$ cat config.mk
export PLATFORM = sky130hd
export DESIGN_NAME = pcard_strobe_gen
export DESIGN_NICKNAME = d
export VERILOG_FILES = /design/src/rtl/pcs_pkg.sv /design/src/rtl/pcs_decode.sv /design/src/rtl/pcs_seq.sv /design/src/rtl/pcard_strobe_gen.sv
export SDC_FILE = /design/constraint.sdc
export NUM_CORES = 1
export LEC_CHECK = 0
export BUFFER_PORTS_ARGS = -buffer_cell sky130_fd_sc_hd__buf_2
export CAP_MARGIN = 25
export CORE_MARGIN = 1.5
export CORE_UTILIZATION = 48
export DETAILED_ROUTE_END_ITERATION = 10
export PLACE_DENSITY = 0.9
export SLEW_MARGIN = 40
export SYNTH_ARGS = -nofsm -noshare
export SYNTH_HDL_FRONTEND = slang
export SYNTH_SLANG_ARGS = --single-unit
export TNS_END_PERCENT = 20
$ cat constraint.sdc
create_clock -name clk -period 2.3 [get_ports clk]
set_clock_uncertainty 0.2 [all_clocks]
set_input_delay 0.23 -clock clk [delete_from_list [all_inputs] [get_ports clk]]
set_output_delay 0.23 -clock clk [all_outputs]
set_load 0.02 [all_outputs]
$ cat src/rtl/pcs_pkg.sv
package pcs_pkg;

    localparam int ADDR_W = 32;
    localparam int OFS_W  = 25;
    localparam int DATA_W = 16;
    localparam int MAX_W  = 10;
    localparam int CNT_W  = $clog2(2 * (MAX_W + 1) + 1);

    typedef enum logic [1:0] {
        PH_IDLE,
        PH_SETUP,
        PH_STROBE,
        PH_HOLD
    } phase_t;

    typedef struct packed {
        logic              io_space;
        logic              write;
        logic              lane_lo;
        logic              lane_hi;
        logic [OFS_W-1:0]  addr;
        logic [DATA_W-1:0] wdata;
    } xfer_t;

    // wait code -> wait cycles: 0..4 linear, then 6, 8, 10
    function automatic logic [3:0] wait_cycles(input logic [2:0] code);
        if (code <= 3'd4) return {1'b0, code};
        else              return {code - 3'd2, 1'b0};
    endfunction

    // last counter index of a (2n+1)-half-cycle interval
    function automatic logic [CNT_W-1:0] edge_last(input logic [1:0] code);
        return CNT_W'({code, 1'b0});
    endfunction

    // last counter index of a 2*(1+W)-half-cycle strobe
    function automatic logic [CNT_W-1:0] strobe_last(input logic [2:0] code);
        return CNT_W'({wait_cycles(code), 1'b1});
    endfunction

endpackage

$ cat src/rtl/pcs_decode.sv
module pcs_decode
    import pcs_pkg::*;
#(
    parameter logic [2:0] WIN_CODE = 3'b110
) (
    input  logic [ADDR_W-1:0] addr,
    input  logic [1:0]        size,
    output logic              hit,
    output logic              io_space,
    output logic              lane_lo,
    output logic              lane_hi
);
    logic is_byte;
    logic addr_unused;

    assign addr_unused = ^{addr[31:29], addr[24:1]};
    assign hit         = (addr[28:26] == WIN_CODE);
    assign io_space    = addr[25];
    assign is_byte     = (size == 2'b01);
    assign lane_lo     = !is_byte || !addr[0];
    assign lane_hi     = !is_byte ||  addr[0];

endmodule

$ cat src/rtl/pcs_seq.sv
module pcs_seq
    import pcs_pkg::*;
(
    input  logic       clk,
    input  logic       rst,
    input  logic       start,
    input  logic [1:0] cfg_setup,
    input  logic [2:0] cfg_wait,
    input  logic [1:0] cfg_hold,
    input  logic       ready,
    output phase_t     phase,
    output logic       capture,
    output logic       done
);
    localparam logic [CNT_W-1:0] ONE = CNT_W'(1);

    phase_t           ph;
    logic [CNT_W-1:0] cnt;
    logic [2:0]       wait_q;
    logic [1:0]       hold_q;

    assign phase   = ph;
    assign capture = (ph == PH_STROBE) && (cnt == '0) && ready;

    always_ff @(posedge clk) begin
        if (rst) begin
            ph     <= PH_IDLE;
            cnt    <= '0;
            wait_q <= '0;
            hold_q <= '0;
            done   <= 1'b0;
        end else begin
            done <= 1'b0;
            case (ph)
                PH_IDLE: if (start) begin
                    ph     <= PH_SETUP;
                    cnt    <= edge_last(cfg_setup);
                    wait_q <= cfg_wait;
                    hold_q <= cfg_hold;
                end
                PH_SETUP: if (cnt == '0) begin
                    ph  <= PH_STROBE;
                    cnt <= strobe_last(wait_q);
                end else cnt <= cnt - ONE;
                PH_STROBE: if (cnt != '0) cnt <= cnt - ONE;
                else if (ready) begin
                    ph  <= PH_HOLD;
                    cnt <= edge_last(hold_q);
                end
                default: if (cnt == '0) begin
                    ph   <= PH_IDLE;
                    done <= 1'b1;
                end else cnt <= cnt - ONE;
            endcase
        end
    end

    // strobe phase is only entered from setup
    a_r3_setup_first: assert property (@(posedge clk) disable iff (rst)
        (ph == PH_STROBE && $past(ph) != PH_STROBE) |-> $past(ph) == PH_SETUP);
    // return to idle only through hold, with the completion pulse
    a_r5_hold_last: assert property (@(posedge clk) disable iff (rst)
        (ph == PH_IDLE && $past(ph) != PH_IDLE) |-> ($past(ph) == PH_HOLD && done));
    // strobe never ends while ready is low at the last count
    a_r7_ready_holds: assert property (@(posedge clk) disable iff (rst)
        (ph == PH_STROBE && cnt == '0 && !ready) |=> ph == PH_STROBE);

endmodule

$ cat src/rtl/pcard_strobe_gen.sv
module pcard_strobe_gen
    import pcs_pkg::*;
#(
    parameter logic [2:0] WIN_CODE = 3'b110
) (
    input  logic              clk,
    input  logic              rst,
    input  logic              req_valid,
    input  logic [31:0]       req_addr,
    input  logic              req_write,
    input  logic [15:0]       req_wdata,
    input  logic [1:0]        cfg_size,
    input  logic [1:0]        cfg_setup,
    input  logic [2:0]        cfg_wait,
    input  logic [1:0]        cfg_hold,
    input  logic              card_ready,
    input  logic [15:0]       card_rdata,
    output logic [24:0]       card_addr,
    output logic [15:0]       card_wdata,
    output logic              card_ce1_n,
    output logic              card_ce2_n,
    output logic              card_oe_n,
    output logic              card_we_n,
    output logic              card_iord_n,
    output logic              card_iowr_n,
    output logic              busy,
    output logic              done,
    output logic [15:0]       rd_data
);
    logic   hit, dec_io, dec_lo, dec_hi;
    logic   start, capture, active, strobing;
    phase_t phase;
    xfer_t  xq;

    pcs_decode #(.WIN_CODE(WIN_CODE)) u_dec (
        .addr     (req_addr),
        .size     (cfg_size),
        .hit      (hit),
        .io_space (dec_io),
        .lane_lo  (dec_lo),
        .lane_hi  (dec_hi)
    );

    assign start = req_valid && hit && (phase == PH_IDLE);

    pcs_seq u_seq (
        .clk       (clk),
        .rst       (rst),
        .start     (start),
        .cfg_setup (cfg_setup),
        .cfg_wait  (cfg_wait),
        .cfg_hold  (cfg_hold),
        .ready     (card_ready),
        .phase     (phase),
        .capture   (capture),
        .done      (done)
    );

    always_ff @(posedge clk) begin
        if (rst) begin
            xq      <= '0;
            rd_data <= '0;
        end else begin
            if (start) begin
                xq.io_space <= dec_io;
                xq.write    <= req_write;
                xq.lane_lo  <= dec_lo;
                xq.lane_hi  <= dec_hi;
                xq.addr     <= req_addr[OFS_W-1:0];
                xq.wdata    <= (dec_lo && dec_hi) ? req_wdata
                                                  : {req_wdata[7:0], req_wdata[7:0]};
            end
            if (capture && !xq.write) begin
                if (xq.lane_lo && xq.lane_hi) rd_data <= card_rdata;
                else if (xq.lane_hi)          rd_data <= {8'h00, card_rdata[15:8]};
                else                          rd_data <= {8'h00, card_rdata[7:0]};
            end
        end
    end

    assign active      = (phase != PH_IDLE);
    assign strobing    = (phase == PH_STROBE);
    assign busy        = active;
    assign card_addr   = xq.addr;
    assign card_wdata  = xq.wdata;
    assign card_ce1_n  = !(active && xq.lane_lo);
    assign card_ce2_n  = !(active && xq.lane_hi);
    assign card_oe_n   = !(strobing && !xq.io_space && !xq.write);
    assign card_we_n   = !(strobing && !xq.io_space &&  xq.write);
    assign card_iord_n = !(strobing &&  xq.io_space && !xq.write);
    assign card_iowr_n = !(strobing &&  xq.io_space &&  xq.write);

    // never two strobes at once
    a_r2_one_strobe: assert property (@(posedge clk) disable iff (rst)
        $countones({!card_oe_n, !card_we_n, !card_iord_n, !card_iowr_n}) <= 1);
    // a strobe is always framed by a card enable
    a_r3_strobe_in_ce: assert property (@(posedge clk) disable iff (rst)
        !(card_oe_n && card_we_n && card_iord_n && card_iowr_n) |-> !(card_ce1_n && card_ce2_n));
    // an out-of-window request never starts an access
    a_r1_window_only: assert property (@(posedge clk) disable iff (rst)
        (!busy && req_valid && req_addr[28:26] != WIN_CODE) |=> !busy);
    // offset stable through an access
    a_r11_addr_stable: assert property (@(posedge clk) disable iff (rst)
        (busy && $past(busy)) |-> $stable(card_addr));
    // completion is a single-cycle pulse outside the access
    a_r8_done_pulse: assert property (@(posedge clk) disable iff (rst)
        done |-> (!busy ##1 !done));

endmodule

==> run_results.csv <==
group,metric,value,unit
cells_and_area,final_common_cell,"buf_2",
critical_path,r2r-end,"u_seq.phase[1]",
yosys,synth_edf_count,0,
grt,met3_usage,5.66,%
grt,grt-busiest-layer,"met2",
min_path,min_from,"req_wdata[13]",
cts,post_cts_buffers,0,
die,io_pins,143,
cts,cts-root-buf,"clkbuf_8",
timing,hold_viol_final,0,
critical_path,crit_path_max_fanout,7,
min_path,min_delay_worst_endpoint,"card_wdata[13]",
cells_and_area,mostFrequentLayoutCells,"buf_2 (139), nand2_1 (94), dfxtp_1 (74)",
job,drv_cap,0,
critical_path,crit_chain,"inv_1, ha_1, or4b_4, o21a_1, a211oi_4, mux2i_1, nor2_1",
yosys,ys_types,40,
grt,grt_usage,24.9,%
die,die-height,88.1,um
detailed_routing,routedWlPerCell,14.8,um
grt,use_met1,27.1,%
power_and_ir_drop,p_leak,2.11,nW
placed_design,postPlaceCellArea,3970,um2
cells_and_area,final_util,68.7,%
grt,grt_overflow,0,
critical_path,path_class,"reg2reg",
yosys,avgSynthCellArea,8.04,um2
die,rows,30,
cells_and_area,drive_above_1_share,30.5,%
cts,cts_tree,"yes",
critical_path,crit_buf_inv,1,
min_path,min_path_cells,3,
grt,use_met2,45.5,%
placed_design,hpwl,6140,um
cells_and_area,nets,652,
critical_path,crit_path_start_kind,"flop",
timing,whs,18.5,ps
timing,tightest_slew,606,ps
detailed_routing,route.detailed.drc,0,
cells_and_area,antenna_cells,0,
yosys,yosys_register_bits,74,
critical_path,max_stage_delay,530,ps
critical_path,cp-end-kind,"flop",
critical_path,cp_slowest_cell,"or4b_4",
timing,final_max_slew_viol_count,0,
detailed_routing,vias,3449,
detailed_routing,vias_per_cell,5.16,
timing,setup_tns,0,ps
min_path,hold_path.class,"in2reg",
die,initial_core_util,50.3,%
detailed_routing,totalWireLength,9870,um
die,die_w,88.1,um
detailed_routing,ant_nets,0,
placed_design,io_buffers,139,
timing,setup_viol,0,
critical_path,reg2reg_slack,140,ps
yosys,ys_warn_count,0,
power_and_ir_drop,power.density,818,nW/um2
critical_path,timing.rr.start,"u_seq.cnt[0]",
cts,path_clk_slew,80,ps
placed_design,post-place-ws,82.6,ps
detailed_routing,firstDrtPassIters,5,
grt,grt_pass1_vias,3317,
power_and_ir_drop,ir_drop,0.000488,V
timing,worst_slack,137,ps
critical_path,rr_worst_depth,7,
cells_and_area,finish.instance_area,4740,um2
grt,grt_pass1_wl,14900,um
timing,fin_crit_sh,94.0,%
cells_and_area,area_growth,36.5,%
placed_design,gp_congestion,0.841,
timing,fin_crit,2160,ps
critical_path,path_delay_family,"simple AND/OR/NAND/NOR gates",
timing,max_slew_margin,59.6,%
timing,rsz0062_at_grt,"no",
die,fp.dieArea,7760,um2
yosys,syn_nets,516,
cts,htree_levels,3,
cts,clock_sinks,74,
critical_path,arrival,2180,ps
cts,clk_latency,340,ps
cts,cts_buffers,9,
grt,antenna_found_initial,0,
detailed_routing,first_iter_violations,165,
yosys,synth_cells,432,
yosys,synthArstFlopShare,0,%
die,core-area,6910,um2
yosys,synthFlopType,"dfxtp_1",
timing,max_freq,462,MHz
yosys,synth_area,3470,um2
grt,grt_max_degree,60,
status,status,"finished, final reports clean",
critical_path,crit_required,2320,ps
yosys,seq_area_frac_synth,42.6,%
cts,clk_path_buf_depth,2,
Yosys cell counts (all sizes together) (2+ instances only):
cell    count  share of area [%]
ha          6                2.2
mux2i      18                5.2
inv         9               0.97
nor3        4               0.58
nor2b       3               0.54
nor3b       2               0.43
dfxtp      74                 43
or4         2               0.43
nand3       6               0.86
clkbuf     19                2.1
a211oi     20                4.7
buf        51                 10
nand2      95                 10
nand2b      3               0.54
or2         2               0.36
o21ai       9                1.3
nand4      11                2.0
nor2       28                3.0
a21oi      54                7.9
where the power goes:
| part | internal [W] | switching, W | leakage, nW |
|---|---|---|---|
| Clock | 0.000844 | 0.000519 | 0.136 |
| Sequential | 0.00136 | 0.0000672 | 0.598 |
| Combinational | 0.000462 | 0.000627 | 1.38 |
| Total | 0.00267 | 0.00121 | 2.11 |
state kept, by name, indices dropped and copies added, names as in the netlist:
signal	cells
u_seq.done	1
card_addr	25
u_seq.wait_q	3
u_seq.phase	2
u_seq.hold_q	2
rd_data	16
card_wdata	16
u_seq.cnt	5
xq	4
worst register-to-register path: cells and delay by family (launching register included):
| family | cells | cell delay [ps] |
|---|---|---|
| AND/OR/NAND/NOR | 2 | 580 |
| AO/OA/AOI/OAI | 2 | 390 |
| adder cells (fa/ha/maj) | 1 | 190 |
| buffers and inverters | 1 | 90 |
| multiplexers | 1 | 240 |
| flip-flops | 1 | 350 |
kinds of logic after synthesis:
| logic type | synth area share [%] |
|---|---|
| compound gates | 15.2 |
| xor+xnor | 0.252 |
| fa+ha+maj | 2.16 |
| buf+inv | 13.3 |
| flops | 42.6 |
| mux | 5.51 |
| simple gates | 20.9 |
layout make-up:
| cell class | instances | area, um2 |
|---|---|---|
| flip-flops and latches | 74 | 1480 |
| clock buffers | 9 | 124 |
| repair buffers | 195 | 1270 |
| clock inverters | 7 | 149 |
| inverters | 9 | 33.8 |
| well taps | 96 | 120 |
| fillers | 558 | 2160 |
| multi-input cells | 279 | 1560 |
repair_timing:
action                                 4_1_cts  5_1_grt
setup endpoints to repair                    0       14
endpoints found under the hold margin       50        0
gates resized for setup                      0        6
hold buffers                                48        0
per-layer routing:
metal,routed length [um],vias to the layer above,share of wire [%]
li1,-,1696,-
met2,5120,151,52
met5,0,-,0
met4,315,0,3.2
met3,643,34,6.5
met1,3790,1568,38
worst max path at each step:
stage,startpoint,to,slack [ps],cells past startpoint
after global routing,u_seq.phase[1],u_seq.phase[1],50,7
after global placement,u_seq.cnt[0],u_seq.phase[0],180,7
after floorplan,u_seq.phase[0],u_seq.cnt[0],230,8
final,u_seq.cnt[0],u_seq.phase[1],140,7
after CTS,u_seq.phase[0],u_seq.cnt[0],60,7
after detailed placement,u_seq.cnt[0],u_seq.phase[1],80,7
per-stage QoR:
step	power, W	std cells
6_report	0.00388	669
4_1_cts	0.00383	669
5_1_grt	0.00408	669
3_3_place_gp	0.00236	605
2_1_floorplan	0.00215	432
3_5_place_dp	0.00242	605
Power figures use the tool's default switching activity.
